$ cat config.mk
export PLATFORM = sky130hd
export DESIGN_NAME = adc_trig_pair
export DESIGN_NICKNAME = d
export VERILOG_FILES = /design/src/rtl/atp_pkg.sv /design/src/rtl/atp_carrier.sv /design/src/rtl/atp_trigger.sv /design/src/rtl/adc_trig_pair.sv
export SDC_FILE = /design/constraint.sdc
export NUM_CORES = 1
export LEC_CHECK = 0
export BUFFER_PORTS_ARGS = -buffer_cell sky130_fd_sc_hd__buf_2
export CAP_MARGIN = 20
export CELL_PAD_IN_SITES_DETAIL_PLACEMENT = 1
export CELL_PAD_IN_SITES_GLOBAL_PLACEMENT = 1
export CORE_ASPECT_RATIO = 1.1
export CORE_MARGIN = 2
export CORE_UTILIZATION = 29
export DETAILED_ROUTE_END_ITERATION = 10
export PLACE_DENSITY = 0.68
export SYNTH_ARGS = -nofsm -noshare
export SYNTH_HDL_FRONTEND = slang
export SYNTH_SLANG_ARGS = --single-unit
$ cat constraint.sdc
create_clock -name clk -period 10.42 [get_ports clk]
set_input_delay 2.084 -clock clk [delete_from_list [all_inputs] [get_ports clk]]
set_output_delay 2.084 -clock clk [all_outputs]
set_load 0.05 [all_outputs]
$ cat src/rtl/atp_pkg.sv
package atp_pkg;
    localparam int CNT_W = 16;
    typedef logic [CNT_W-1:0] cnt_t;

    typedef struct packed {
        logic run;
        logic loaded;
        logic down;
        cnt_t cnt;
    } car_st_t;

    typedef struct packed {
        logic run;
        logic loaded;
        logic pend;
        cnt_t cnt;
    } trg_st_t;

    function automatic cnt_t step_cnt(cnt_t v, logic dn);
        return dn ? cnt_t'(v - 1'b1) : cnt_t'(v + 1'b1);
    endfunction
endpackage

$ cat src/rtl/atp_carrier.sv
module atp_carrier
    import atp_pkg::*;
(
    input  logic clk,
    input  logic rst,
    input  logic tick,
    input  logic start,
    input  logic stop,
    input  cnt_t period,
    output logic pulse,
    output logic down,
    output logic dir_dn
);
    car_st_t st;
    cnt_t    nxt;
    logic    at_zero;

    assign at_zero = (st.cnt == '0);
    assign nxt     = !st.loaded ? st.cnt : (at_zero ? period : cnt_t'(st.cnt - 1'b1));
    assign dir_dn  = !st.loaded ? 1'b1 : (at_zero ? ~st.down : st.down);
    assign down    = st.down;

    always_ff @(posedge clk) begin
        if (rst) begin
            st    <= '{run: 1'b0, loaded: 1'b0, down: 1'b1, cnt: '0};
            pulse <= 1'b0;
        end else begin
            pulse <= 1'b0;
            if (stop) begin
                st.run <= 1'b0;
            end else if (start) begin
                st    <= '{run: 1'b1, loaded: 1'b0, down: 1'b1, cnt: period};
            end else if (st.run && tick) begin
                st.loaded <= 1'b1;
                st.cnt    <= nxt;
                if (st.loaded && at_zero) st.down <= ~st.down;
                pulse     <= (nxt == '0);
            end
        end
    end

    p_pulse_after_tick_r2: assert property (@(posedge clk) disable iff (rst)
        pulse |-> $past(tick));
    p_toggle_at_zero_r3: assert property (@(posedge clk) disable iff (rst)
        (st.run && st.loaded && tick && at_zero && !start && !stop) |=> (down != $past(down)));
    p_status_holds_r4: assert property (@(posedge clk) disable iff (rst)
        (!tick && !start) |=> $stable(down));
    p_quiet_when_idle_r8: assert property (@(posedge clk) disable iff (rst)
        !st.run |-> !pulse);
endmodule

$ cat src/rtl/atp_trigger.sv
module atp_trigger
    import atp_pkg::*;
(
    input  logic clk,
    input  logic rst,
    input  logic tick,
    input  logic start,
    input  logic stop,
    input  cnt_t cmp,
    input  logic car_pulse,
    input  logic car_down,
    input  logic car_dir_dn,
    output logic trig
);
    trg_st_t st;
    logic    reload;
    cnt_t    nxt;

    assign reload = st.pend || (car_pulse && !car_down);
    assign nxt    = (!st.loaded || reload) ? cmp : step_cnt(st.cnt, car_dir_dn);

    always_ff @(posedge clk) begin
        if (rst) begin
            st   <= '{run: 1'b0, loaded: 1'b0, pend: 1'b0, cnt: '0};
            trig <= 1'b0;
        end else begin
            trig <= 1'b0;
            if (stop) begin
                st.run  <= 1'b0;
                st.pend <= 1'b0;
            end else if (start) begin
                st.run    <= 1'b1;
                st.loaded <= 1'b0;
                st.pend   <= 1'b0;
            end else if (st.run && tick) begin
                st.loaded <= 1'b1;
                st.pend   <= 1'b0;
                st.cnt    <= nxt;
                trig      <= (nxt == cnt_t'(1));
            end else if (st.run && car_pulse && !car_down) begin
                st.pend <= 1'b1;
            end
        end
    end

    p_trig_at_one_r6: assert property (@(posedge clk) disable iff (rst)
        trig |-> (st.cnt == cnt_t'(1)));
    p_first_load_r5: assert property (@(posedge clk) disable iff (rst)
        (st.run && !st.loaded && tick && !start && !stop) |=> (st.cnt == $past(cmp)));
    p_reload_rise_r7: assert property (@(posedge clk) disable iff (rst)
        (st.run && st.loaded && tick && st.pend && !start && !stop) |=> (st.cnt == $past(cmp)));
    p_quiet_when_idle_r8: assert property (@(posedge clk) disable iff (rst)
        !st.run |-> !trig);
endmodule

$ cat src/rtl/adc_trig_pair.sv
module adc_trig_pair
    import atp_pkg::*;
#(
    parameter int NUM_SLV = 2
) (
    input  logic                       clk,
    input  logic                       rst,
    input  logic                       cnt_en,
    input  logic                       mst_start,
    input  logic                       mst_stop,
    input  logic [CNT_W-1:0]           mst_period,
    input  logic [NUM_SLV-1:0]         slv_start,
    input  logic [NUM_SLV-1:0]         slv_stop,
    input  logic [NUM_SLV*CNT_W-1:0]   slv_cmp,
    output logic                       mst_pulse,
    output logic                       mst_down,
    output logic [NUM_SLV-1:0]         slv_trig
);
    logic dir_dn;

    atp_carrier u_car (
        .clk    (clk),
        .rst    (rst),
        .tick   (cnt_en),
        .start  (mst_start),
        .stop   (mst_stop),
        .period (mst_period),
        .pulse  (mst_pulse),
        .down   (mst_down),
        .dir_dn (dir_dn)
    );

    // one independent trigger channel per parameterised slot
    for (genvar k = 0; k < NUM_SLV; k++) begin : g_trg
        atp_trigger u_trg (
            .clk        (clk),
            .rst        (rst),
            .tick       (cnt_en),
            .start      (slv_start[k]),
            .stop       (slv_stop[k]),
            .cmp        (slv_cmp[k*CNT_W +: CNT_W]),
            .car_pulse  (mst_pulse),
            .car_down   (mst_down),
            .car_dir_dn (dir_dn),
            .trig       (slv_trig[k])
        );
    end
endmodule

# ---- Word-level counts from Yosys, hierarchy flattened
# Cells that the tools add are included.
dict set report word_totals {
  wordCells 86
  latchBits 0
  output_inout_bits 4
  in_bits 57
  ff_bits 60
  memories 0
  rom_bits 0
  mem_bits_rw 0
}
dict set report classes {
  eq_ne 2
  muxes 19
  n_mul 0
  shifts 0
  reduce_logical 36
  bitwise 9
  add_sub_neg 5
  n_lt_le_gt_ge 0
  div_mod_pow 0
}
# cell count
set ops {}
lappend ops {{two-way mux 16 bit} 6}
lappend ops {{subtractor 16 x 1 -> 16 bit, second input constant} 3}
lappend ops {{two-way mux 18 bit} 2}
lappend ops {{adder 16 x 1 -> 16 bit, second input constant} 2}
lappend ops {{== test 16 x 1 -> 1 bit, second input constant} 2}
lappend ops {{logical NOT 16 bit} 2}
lappend ops {{OR reduction 4 bit} 5}
lappend ops {{logical AND 1 bit} 9}
lappend ops {{two-way mux 1 bit} 9}
lappend ops {{NOT 1 bit} 9}
lappend ops {{AND reduction 3 bit} 3}
lappend ops {{nonzero test 2 bit} 4}
lappend ops {{AND reduction 2 bit} 3}
lappend ops {{OR reduction 2 bit} 3}
lappend ops {{logical OR 1 bit} 4}
lappend ops {{two-way mux 2 bit} 2}
lappend ops {{logical NOT 1 bit} 3}

# ---- Logic depth before layout (Yosys ltp)
# Gate-level depths: netlist of run 1.
dict set report depth {
  word_depth 6
  depth_mapped 16
  ltp_nobuf 15
}

# ---- Cells and area by module
# From an unflattened synthesis of run 1, not the netlist that was laid out.
dict set report unflattened {
  hier_cells 682
  hier_area_um2 5180.0
}
# module instances seq_area_each_um2 area_per_inst_um2 cells_each
set modules_own_cells {}
lappend modules_own_cells {{atp_trigger at g_trg[0].u_trg} 1 400.4 1804.2 235}
lappend modules_own_cells {atp_carrier 1 400.4 1746.7 238}
lappend modules_own_cells {{atp_trigger at g_trg[1].u_trg} 1 400.4 1629.1 209}

# ---- Worst setup path before layout of run 1
# OpenSTA, ideal clock, no wires.
dict set report synth_path {
  path_kind {register -> register}
  start {register u_car.st[0] (netlist bit)}
  end {register g_trg[1].u_trg.trig}
  period_less_slack_ns 4.426
  stages_incl_launch_ff 17
  path_buffers 1
  setup_time_ns 0.087
  arrival_time_ns 4.339
  required_time_ns 10.333
  slack_ns 5.994
  path_cell_list {dfxtp_1 > inv_1 > ha_1 > or4b_4 > and4b_1 > buf_6 > mux2i_2 > inv_1 > ha_1 > a211oi_1 > o21bai_1 > o311ai_0 > a2111oi_0 > o31a_1 > o21ai_1 > o2111ai_1 > nor4b_2}
}
dict set report synth_between {
  elab_chain_cells 6
}
# element line
set synth_rtl {}
lappend synth_rtl {{start, declared} atp_carrier.sv:14} ;# car_st_t st;
lappend synth_rtl {{start signal, assigned} atp_carrier.sv:25} ;# st <= '{run: 1'b0, loaded: 1'b0, down: 1'b1, cnt: '0};
lappend synth_rtl {{start signal, assigned} atp_carrier.sv:32} ;# st <= '{run: 1'b1, loaded: 1'b0, down: 1'b1, cnt: period};
lappend synth_rtl {{logical NOT 16 bit} atp_carrier.sv:18} ;# assign at_zero = (st.cnt == '0);
lappend synth_rtl {{two-way mux 1 bit (2 in series)} atp_carrier.sv:20} ;# assign dir_dn = !st.loaded ? 1'b1 : (at_zero ? ~st.down : st.down);
lappend synth_rtl {{two-way mux 16 bit} atp_pkg.sv:20} ;# return dn ? cnt_t'(v - 1'b1) : cnt_t'(v + 1'b1);
lappend synth_rtl {{two-way mux 16 bit} atp_trigger.sv:20} ;# assign nxt = (!st.loaded || reload) ? cmp : step_cnt(st.cnt, car_dir_dn);
lappend synth_rtl {{== test 16 x 1 -> 1 bit} atp_trigger.sv:39} ;# trig <= (nxt == cnt_t'(1));
lappend synth_rtl {{end signal, assigned} atp_trigger.sv:39}
lappend synth_rtl {{end, declared} atp_trigger.sv:13} ;# output logic trig
# No other way between the ends.
# A chain may end at the register's enable or synchronous reset.

# ---- Final worst setup path of run 1
# Ends and elaborated chain as after synthesis.

==> results of run 1 <==
==> routing by layer <==
layer / track usage [%] / share of wire (%) / vias to the layer above
met5: 0 / 0 / -
met1: 22.1 / 46 / 2349
met4: 8.70 / 3.0 / 0
met3: 2.29 / 2.9 / 29
li1: - / - / 2350
met2: 31.4 / 49 / 106
==> cell usage after synthesis (7+ instances only) <==
master,number
a21o_1,10
xnor2_1,12
nand2b_1,10
xor2_1,10
clkbuf_1,26
nand3_1,16
mux2i_1,19
a211oi_1,26
o21a_1,8
nor2_1,57
nand2_1,63
dfxtp_1,60
inv_1,10
and2_1,7
o21ai_0,36
nor3_1,21
a21oi_1,64
ha_1,33
or3_1,7
o211ai_1,10
==> where the power goes <==
group	switching [W]	leakage (nW)	total, W	internal (W)
Clock	0.000116	0.158	0.000327	0.000211
Combinational	0.0000749	1.57	0.000126	0.0000511
Sequential	0.00000806	0.487	0.000243	0.000235
==> sequential cells by signal (all words and copies together) (netlist names) <==
register	count
g_trg.u_trg.st	38
u_car.st	18
g_trg.u_trg.trig	2
u_car.down	1
u_car.pulse	1
==> logic make-up (layout without fill, tap and decap cells) <==
group	count (synthesis)	after routing	share of synthesized area, %
simple gates	227	227	24.7
compound gates	200	200	27.6
flops	60	60	25.7
fa+ha+maj	35	35	9.68
xor+xnor	22	22	4.12
mux	21	21	4.60
buf+inv	41	92	3.66
==> per-stage QoR <==
stage / setup WS [ns] / std cells / cell area, µm²
2_1_floorplan: 5.99 / 606 / 4680
3_5_place_dp: 5.42 / 841 / 5150
4_1_cts: 5.32 / 857 / 5480
3_3_place_gp: 5.75 / 841 / 5150
6_report: 5.27 / 857 / 5480
5_1_grt: 4.95 / 857 / 5480
==> critical path: stages (launching register included) <==
cell	delay [ns]
dfxtp_1	0.36
inv_1	0.11
ha_1	0.19
or4b_4	0.50
and4b_1	0.46
mux2i_2	0.36
inv_1	0.07
buf_4	0.27
ha_1	0.37
a211oi_1	0.38
o21bai_1	0.19
o311ai_0	0.58
a2111oi_0	0.27
o31a_1	0.33
o21ai_1	0.18
o2111ai_1	0.16
nor4b_2	0.25
==> path summary, 6_finish.rpt <==
kind	start	end	slack [ns]	cells past startpoint
setup / recovery	u_car.st[0]$_SDFFE_PP0P_	g_trg[1].u_trg.trig$_SDFF_PP0_	5.27	16
hold / removal	g_trg[1].u_trg.st[4]$_SDFFE_PP0P_	g_trg[1].u_trg.st[4]$_SDFFE_PP0P_	0.47	2
setup reg to reg	u_car.st[0]$_SDFFE_PP0P_	g_trg[1].u_trg.trig$_SDFF_PP0_	5.27	16
hold reg to reg	g_trg[1].u_trg.st[4]$_SDFFE_PP0P_	g_trg[1].u_trg.st[4]$_SDFFE_PP0P_	0.47	2
==> cell type report <==
| type | instances | area share [%] |
|---|---|---|
| multi-input combinational | 505 | 60.6 |
| sequential | 60 | 21.9 |
| timing repair buffer | 66 | 6.31 |
| clock buffer | 13 | 5.12 |
| tap | 200 | 4.57 |
| clock inverter | 3 | 0.777 |
| inverter | 10 | 0.685 |
==> impl_metrics.json, run 1 <==
{
  "status": "completed",
  "endpoint_kind": "flop",
  "place_hpwl_um": 11100,
  "die_y_um": 137,
  "port_buffers": 60,
  "start_util_pct": 29.7,
  "setup_viol": 0,
  "remaining_drc_errors": 0,
  "period_share_pct": 49.5,
  "gp_congestion": 0.894,
  "clk_pin_slew_ns": 0.06,
  "path_class": "reg2reg",
  "rsz0062_at_grt": "false",
  "hold_ws_ns": 0.469,
  "arrival_ns": 5.40,
  "clkLatencyLatePin_ns": 0.35,
  "yosysWarnings": 0,
  "syn_to_final_growth_pct": 17.1,
  "worst_pin_slew_ns": 0.924,
  "grt-ovfl-total": 0,
  "die_w_um": 125,
  "cp.required_ns": 10.66,
  "synth_area_leaders": "dfxtp_1 26%, ha_1 8.8%, a21oi_1 6.8%, nand2_1 5.1%, nor2_1 4.6%",
  "ys.flop_type": "dfxtp_1",
  "rows": 48,
  "fin_crit_ns": 5.15,
  "critical_path.max_fanout": 34,
  "regArea_um2": 1200,
  "slew_viol_final": 0,
  "drtIter0Drc": 288,
  "cts_resized": 0,
  "n_antenna_cell": 0,
  "synth-seq-cells": 60,
  "power_density_nw_per_um2": 127,
  "cts.sinks": 60,
  "holdBufCountCts": 0,
  "max-cap-violations": 0,
  "antenna_left": 0,
  "root_buffer": "clkbuf_16",
  "synth_cell_types": 70,
  "synth_edf_count": 0,
  "syn-num-nets": 698,
  "synth-async-reset-ratio_pct": 0,
  "drt_wl_total_um": 15200,
  "final-hold-violation-count": 0,
  "post_cts_buffers": 0,
  "synth_cells": 606,
  "die_area_um2": 17200,
  "finalPower_w": 0.000697,
  "synth_top_area_cell": "dfxtp_1",
  "multi_input_area_um2": 3320,
  "vias": 4834,
  "dr.pass1.iters": 4,
  "avgSynthCellArea_um2": 7.72,
  "drive_above_1_share_pct": 15.5,
  "synth_area_um2": 4680,
  "ys_seq_area_share_pct": 25.7,
  "grt_pass1_wl_um": 25200,
  "ioPinCount": 61,
  "startpoint_type": "flop",
  "cts_tree": "done",
  "htree_levels": 3,
  "fin_util_pct": 34.8,
  "finalSetupTns_ns": 0,
  "layout_common_cells": "64 x a21oi_1, 63 x nand2_1, 60 x dfxtp_1, 60 x buf_2, 57 x nor2_1",
  "hold_path.class": "reg2reg",
  "first_global_vias": 5056,
  "grt_max_degree": 46,
  "cts_buffer_depth": 2,
  "cts_made_buffers": 9,
  "p_leak_nw": 2.22,
  "antenna_found_initial": 0,
  "vdd_drop_max_v": 0.0000859,
  "fin_skew_ns": 0.0101,
  "core-area_um2": 15700,
  "synth_top_area_share_pct": 25.7,
  "track_usage_pct": 18.0,
  "avgViaCountPerCell": 5.64,
  "slew_headroom_pct": 38.1,
  "mostFrequentLayoutCell": "a21oi_1",
  "fmax_ghz": 0.194,
  "avgRoutedWirePerCell_um": 17.8,
  "final_net_count": 744,
  "fillers": 1944
}
No activity file was read; power rests on OpenSTA's default activity.
==> run 2: changes to the inputs <==
--- a/config.mk
+++ b/config.mk
@@ -5,6 +5,7 @@
 export SDC_FILE = /design/constraint.sdc
 export NUM_CORES = 1
 export LEC_CHECK = 0
+export ABC_AREA = 1
 export BUFFER_PORTS_ARGS = -buffer_cell sky130_fd_sc_hd__buf_2
 export CAP_MARGIN = 20
 export CELL_PAD_IN_SITES_DETAIL_PLACEMENT = 1
@@ -13,7 +14,7 @@
 export CORE_MARGIN = 2
 export CORE_UTILIZATION = 29
 export DETAILED_ROUTE_END_ITERATION = 10
-export PLACE_DENSITY = 0.68
+export PLACE_DENSITY = 0.73
 export SYNTH_ARGS = -nofsm -noshare
 export SYNTH_HDL_FRONTEND = slang
 export SYNTH_SLANG_ARGS = --single-unit
==> constraint.sdc (replaced) <==
create_clock -name clk -period 4.3 [get_ports clk]
set_input_delay 0.86 -clock clk [delete_from_list [all_inputs] [get_ports clk]]
set_output_delay 0.86 -clock clk [all_outputs]
set_load 0.05 [all_outputs]
==> impl_metrics.json, run 2 <==
{
  "status": "completed",
  "synth_cells": 909,
  "pwr-share-seq_pct": 31.7,
  "p_leak_nw": 3.35,
  "path_common_cell": "nand2_1",
  "synth-async-reset-ratio_pct": 0,
  "clkLatencyLatePin_ns": 0.34,
  "synth_top_area_share_pct": 22.3,
  "ys_seq_area_share_pct": 22.3,
  "root_buffer": "clkbuf_16",
  "final_net_count": 1050,
  "final-hold-violation-count": 0,
  "synth_commonest_cells": "262 x nand2_1, 122 x inv_1, 105 x nor2_1",
  "dr.pass1.iters": 4,
  "drt_wl_total_um": 17500,
  "die_w_um": 134,
  "cp_num_buf_inv": 3,
  "avgRoutedWirePerCell_um": 14.5,
  "power_frac_comb_pct": 23.7,
  "period_share_pct": 82.6,
  "startpoint_type": "flop",
  "power.switching_w": 0.000589,
  "cts_resized": 0,
  "first_global_vias": 5885,
  "yosysWarnings": 0,
  "track_usage_pct": 18.2,
  "path_delay_family": "simple AND/OR/NAND/NOR gates",
  "antenna_found_initial": 0,
  "stdcell_count": 1206,
  "syn-num-nets": 1001,
  "htree_levels": 3,
  "mostFrequentLayoutCell": "nand2_1",
  "die_area_um2": 19700,
  "core-area_um2": 18300,
  "ff2ff_path_depth": 22,
  "rows": 52,
  "fin_skew_ns": 0.00706,
  "vdd_drop_max_v": 0.000176,
  "ioPinCount": 61,
  "max-cap-violations": 0,
  "layout_common_cells": "262 x nand2_1, 122 x inv_1, 105 x nor2_1",
  "worstHoldPathCells": 2,
  "vias": 5863,
  "die_y_um": 147,
  "ys.flop_type": "dfxtp_1",
  "cts_tree": "done",
  "crit_chain": "inv_1, ha_1, nand2_1, nor2_4, nand2_4, nand2_2, nand3_2, buf_4, ha_1, nand2_1, nand2_1, inv_1, nand2_1, nand2_1, nand2_1, nand2_1, nand3_1, o21ai_0, nand3_1, nor2_1, nand3_1, nor2_1",
  "hold_ws_ns": 0.484,
  "worst_pin_slew_ns": 0.746,
  "top_regs": "g_trg.u_trg.st x38, u_car.st x18, g_trg.u_trg.trig x2",
  "p_sw_share_pct": 31.5,
  "synth_area_um2": 5380,
  "arrival_ns": 3.83,
  "power_density_nw_per_um2": 300,
  "hold_path.class": "reg2reg",
  "path_class": "reg2reg",
  "syn_to_final_growth_pct": 15.9,
  "rsz0062_at_grt": "false",
  "max_stage_delay_ns": 0.40,
  "finalPower_w": 0.00187,
  "post-synth-top-count-cell": "nand2_1",
  "start_util_pct": 29.4,
  "holdBufCountCts": 0,
  "grt-ovfl-total": 0,
  "p_int_w": 0.00128,
  "gp_congestion": 0.886,
  "largest_reg_flops": 38,
  "remaining_drc_errors": 0,
  "endpoint_kind": "flop",
  "grt_pass1_wl_um": 28800,
  "n_antenna_cell": 0,
  "clk_pin_slew_ns": 0.06,
  "cts_buffer_depth": 2,
  "cts_made_buffers": 9,
  "synth_top_area_cell": "dfxtp_1",
  "synth_area_leaders": "dfxtp_1 22%, nand2_1 18%, inv_1 8.5%, nand3_1 8.0%, ha_1 7.7%",
  "cp.required_ns": 4.58,
  "setup_viol": 0,
  "crit_slowest_cell": "buf_4",
  "fmax_ghz": 0.281,
  "avgSynthCellArea_um2": 5.92,
  "dp_cells": 1190,
  "slew_viol_final": 0,
  "cp_num_cells": 22,
  "port_buffers": 60,
  "clkPwrFrac_pct": 44.7,
  "cts.sinks": 60,
  "fin_crit_ns": 3.55,
  "synth-seq-cells": 60,
  "grt_max_degree": 37,
  "drtIter0Drc": 215,
  "synth_cell_types": 48,
  "place_hpwl_um": 13200,
  "antenna_left": 0,
  "post_cts_buffers": 0,
  "avgViaCountPerCell": 4.86,
  "finalSetupTns_ns": 0,
  "synth_edf_count": 0,
  "critical_path.max_fanout": 36,
  "top_register": "g_trg.u_trg.st",
  "drive_above_1_share_pct": 12.1,
  "slew_headroom_pct": 50.2
}
==> run 2: cell families (layout without fill, tap and decap cells) <==
logic type	Yosys count	in the layout	share of synthesized area, %
buffers and inverters	156	210	11.4
AND/OR/NAND/NOR	506	506	40.7
adder cells (fa/ha/maj)	35	35	8.41
flip-flops	60	60	22.3
AO/OA/AOI/OAI	140	140	15.2
XOR/XNOR	12	12	1.95
==> run 2: worst paths after layout <==
check                                                         from                                  to  slack (ns)
worst max-delay path                      u_car.st[0]$_SDFFE_PP0P_      g_trg[0].u_trg.trig$_SDFF_PP0_        0.75
worst min-delay path            g_trg[0].u_trg.st[17]$_SDFFE_PP0P_  g_trg[0].u_trg.st[17]$_SDFFE_PP0P_        0.48
worst max register to register            u_car.st[0]$_SDFFE_PP0P_      g_trg[0].u_trg.trig$_SDFF_PP0_        0.75
worst min register to register  g_trg[0].u_trg.st[17]$_SDFFE_PP0P_  g_trg[0].u_trg.st[17]$_SDFFE_PP0P_        0.48
==> run 2: final cells by class <==
type                            instances  area, µm²
Timing Repair Buffer                   66        345
Multi-Input combinational cell        693       3570
Tap cell                              243        304
Clock buffer                           12        267
Sequential cell                        60       1200
Clock inverter                          4       70.1
Inverter                              128        482
Fill cell                            2440      12000
==> run 2: per-layer routing <==
metal,wire [µm],vias up,global-route usage (%)
li1,-,3017,-
met5,0,-,0
met3,399,26,2.38
met1,8260,2746,22.7
met4,381,0,6.28
met2,8440,74,32.3
==> run 2: tightest hold or removal path: cells and delay by family, from the launching register on <==
kind                   cells  cell delay, ns
DFF                        1            0.30
AOI/OAI and AO/OA          1            0.07
buffers and inverters      1            0.06
==> run 2: power by group through the flow <==
stage | Combinational [W] | Clock (W) | Sequential (W)
global route | 0.000505 | 0.000877 | 0.000593
global placement | 0.000433 | 0 | 0.000603
detailed placement | 0.000440 | 0 | 0.000603
CTS | 0.000444 | 0.000859 | 0.000591
finish | 0.000442 | 0.000835 | 0.000592
floorplan | 0.000321 | 0 | 0.000600
==> run 2: through the flow <==
step,worst slack (ns),cell area (µm²),util [%]
after floorplan,1.17,5380,-
after global placement,0.915,5900,32.3
after detailed placement,0.807,5900,32.3
after CTS,0.768,6240,34.1
after global routing,0.433,6240,34.1
final,0.746,6240,34.1
==> run 3: changes to the inputs <==
--- a/config.mk
+++ b/config.mk
@@ -5,7 +5,7 @@
 export SDC_FILE = /design/constraint.sdc
 export NUM_CORES = 1
 export LEC_CHECK = 0
-export ABC_AREA = 1
+export ABC_AREA = 0
 export BUFFER_PORTS_ARGS = -buffer_cell sky130_fd_sc_hd__buf_2
 export CAP_MARGIN = 20
 export CELL_PAD_IN_SITES_DETAIL_PLACEMENT = 1
@@ -14,7 +14,7 @@
 export CORE_MARGIN = 2
 export CORE_UTILIZATION = 29
 export DETAILED_ROUTE_END_ITERATION = 10
-export PLACE_DENSITY = 0.73
+export PLACE_DENSITY = 0.68
 export SYNTH_ARGS = -nofsm -noshare
 export SYNTH_HDL_FRONTEND = slang
 export SYNTH_SLANG_ARGS = --single-unit
==> constraint.sdc (replaced) <==
create_clock -name clk -period 3.3 [get_ports clk]
set_input_delay 0.66 -clock clk [delete_from_list [all_inputs] [get_ports clk]]
set_output_delay 0.66 -clock clk [all_outputs]
set_load 0.05 [all_outputs]
==> impl_metrics.json, run 3 (synthesis results as in run 1) <==
{
  "ioPinCount": 61,
  "setup_viol": 26,
  "largest_reg_flops": 38,
  "drt_wl_total_um": 18600,
  "finalSetupTns_ns": -10.12,
  "cts_tree": "done",
  "whs_endpoint": "g_trg[1].u_trg.st[3]$_SDFFE_PP0P_",
  "mostFrequentLayoutCell": "buf_4",
  "syn_to_final_growth_pct": 47.9,
  "path_class": "reg2reg",
  "cp.required_ns": 3.55,
  "regToRegSetupSlack_ns": -0.75,
  "worst_pin_slew_ns": 0.638,
  "hold_path.class": "reg2reg",
  "multi_input_area_um2": 3770,
  "worstHoldPathCells": 2,
  "p_leak_nw": 2.94,
  "rsz0062_at_grt": "true",
  "slew_headroom_pct": 57.3,
  "slew_viol_final": 0,
  "max-cap-violations": 0,
  "arrival_ns": 4.30,
  "crit_chain": "inv_2, ha_4, or4b_4, and4b_2, mux2i_4, inv_4, buf_6, ha_4, a21o_1, a21oi_4, o21a_1, o211ai_1, o21ai_1, a221oi_2, o2111ai_2, nor4b_4",
  "grt_pass1_wl_um": 28700,
  "track_usage_pct": 20.9,
  "start_util_pct": 29.7,
  "die_area_um2": 17200,
  "avgViaCountPerCell": 5.50,
  "fmax_ghz": 0.247,
  "hold_start": "g_trg[1].u_trg.st[3]$_SDFFE_PP0P_",
  "reg2reg_from": "u_car.st[1]$_SDFFE_PP0P_",
  "crit_slowest_cell": "o211ai_1",
  "top_regs": "g_trg.u_trg.st x38, u_car.st x18, g_trg.u_trg.trig x2",
  "grt_max_degree": 30,
  "rows": 48,
  "ff2ff_path_depth": 16,
  "fin_area_um2": 6920,
  "drtIter0Drc": 185,
  "dpl_worst_slack_ns": -1.10,
  "top_register": "g_trg.u_trg.st",
  "fin_skew_ns": 0.00421,
  "place_area_um2": 6010,
  "antenna_found_initial": 1,
  "setup_ws_ns": -0.754,
  "dp_cells": 955,
  "vdd_drop_max_v": 0.000276,
  "failed_checks": "setup timing",
  "avgRoutedWirePerCell_um": 18.8,
  "port_buffers": 60,
  "htree_levels": 3,
  "fillers": 1903,
  "layout_common_cells": "133 x buf_4, 63 x nand2_1, 60 x buf_2",
  "dr.pass1.iters": 4,
  "final_net_count": 877,
  "clkLatencyLatePin_ns": 0.34,
  "cts_made_buffers": 9,
  "max_stage_delay_ns": 0.48,
  "gp_congestion": 0.919,
  "period_share_pct": 123,
  "power_density_nw_per_um2": 323,
  "r2r_end": "g_trg[1].u_trg.trig$_SDFF_PP0_",
  "critical_path.max_fanout": 6,
  "place_hpwl_um": 13100,
  "path_common_cell": "ha_4",
  "first_global_vias": 5776,
  "cts.sinks": 60,
  "cts_buffer_depth": 2,
  "die_y_um": 137,
  "die_w_um": 125,
  "root_buffer": "clkbuf_16",
  "remaining_drc_errors": 0,
  "core-area_um2": 15700,
  "antenna_left": 0,
  "grt-ovfl-total": 0,
  "startpoint_type": "flop",
  "final-hold-violation-count": 0,
  "drive_above_1_share_pct": 38.4,
  "stdcell_count": 991,
  "vias": 5448,
  "fin_crit_ns": 4.05,
  "regArea_um2": 1200,
  "status": "finished, violations left",
  "clk_pin_slew_ns": 0.05,
  "endpoint_kind": "flop"
}
[run 3: cell count changes in the layout (fill, tap and decap cells not counted), sizes merged, moves of 9 or more]
cell    previous run  this run
nor3               6        22
nor2             113        57
buf               66       198
nand3             88        16
mux2i              0        20
nand2b             0        10
nand3b            11         2
nand2            268        63
a211oi             1        26
inv              126        10
[run 3: cell type report]
| class | count | area share (%) |
|---|---|---|
| multi-input combinational | 505 | 54.5 |
| clock buffer | 14 | 3.67 |
| sequential | 60 | 17.4 |
| timing repair buffer | 199 | 20.1 |
| antenna | 1 | 0.0362 |
| clock inverter | 2 | 0.145 |
| tap | 200 | 3.62 |
| inverter | 10 | 0.579 |
[run 3: worst max path at each step]
stage,startpoint,endpoint,slack [ns],depth (start not counted)
6_report,u_car.st[1]$_SDFFE_PP0P_,g_trg[1].u_trg.trig$_SDFF_PP0_,-0.75,16
5_1_grt,u_car.st[1]$_SDFFE_PP0P_,g_trg[1].u_trg.trig$_SDFF_PP0_,-0.96,16
4_1_cts,u_car.st[1]$_SDFFE_PP0P_,g_trg[1].u_trg.trig$_SDFF_PP0_,-0.68,16
3_5_place_dp,u_car.st[0]$_SDFFE_PP0P_,g_trg[1].u_trg.trig$_SDFF_PP0_,-1.10,18
3_3_place_gp,u_car.st[0]$_SDFFE_PP0P_,g_trg[1].u_trg.trig$_SDFF_PP0_,-0.76,18
2_1_floorplan,u_car.st[0]$_SDFFE_PP0P_,g_trg[1].u_trg.trig$_SDFF_PP0_,-1.13,16
[run 3: what timing repair did]
| item | in CTS | in global routing |
|---|---|---|
| gates resized for setup | 73 | 35 |
| hold buffers | 0 | 0 |
| pin swaps | 33 | 22 |
| setup buffers | 10 | 11 |
| cloned | 0 | 1 |
| endpoints found under the setup margin | 28 | 29 |
[run 3: metal layers]
layer,up-vias,wire [µm],track usage [%]
met4,0,474,8.02
met5,-,0,0
met1,2701,7920,23.6
met2,100,9680,39.3
met3,36,537,3.61
li1,2611,-,-
[run 3: critical path, delay by kind of cell (launching register included)]
family / cells / cell delay (ns)
simple gates: 3 / 1.06
fa+ha+maj: 2 / 0.40
mux: 1 / 0.28
flops: 1 / 0.32
buf+inv: 3 / 0.31
compound gates: 7 / 1.56
[run 3: power by group]
part           internal, W  total (W)  switching (W)
Clock             0.000527   0.000887       0.000360
Sequential        0.000744   0.000758      0.0000146
Combinational     0.000277   0.000589       0.000311
Total              0.00155    0.00223       0.000686
[run 3: metrics by stage]
stage / utilization [%] / hold WS (ns) / power [W]
global placement: 38.2 / 0.450 / 0.00125
global route: 44.0 / 0.495 / 0.00233
CTS: 42.1 / 0.469 / 0.00221
finish: 44.0 / 0.466 / 0.00223
detailed placement: 38.2 / 0.459 / 0.00127
floorplan: - / 0.436 / 0.00105
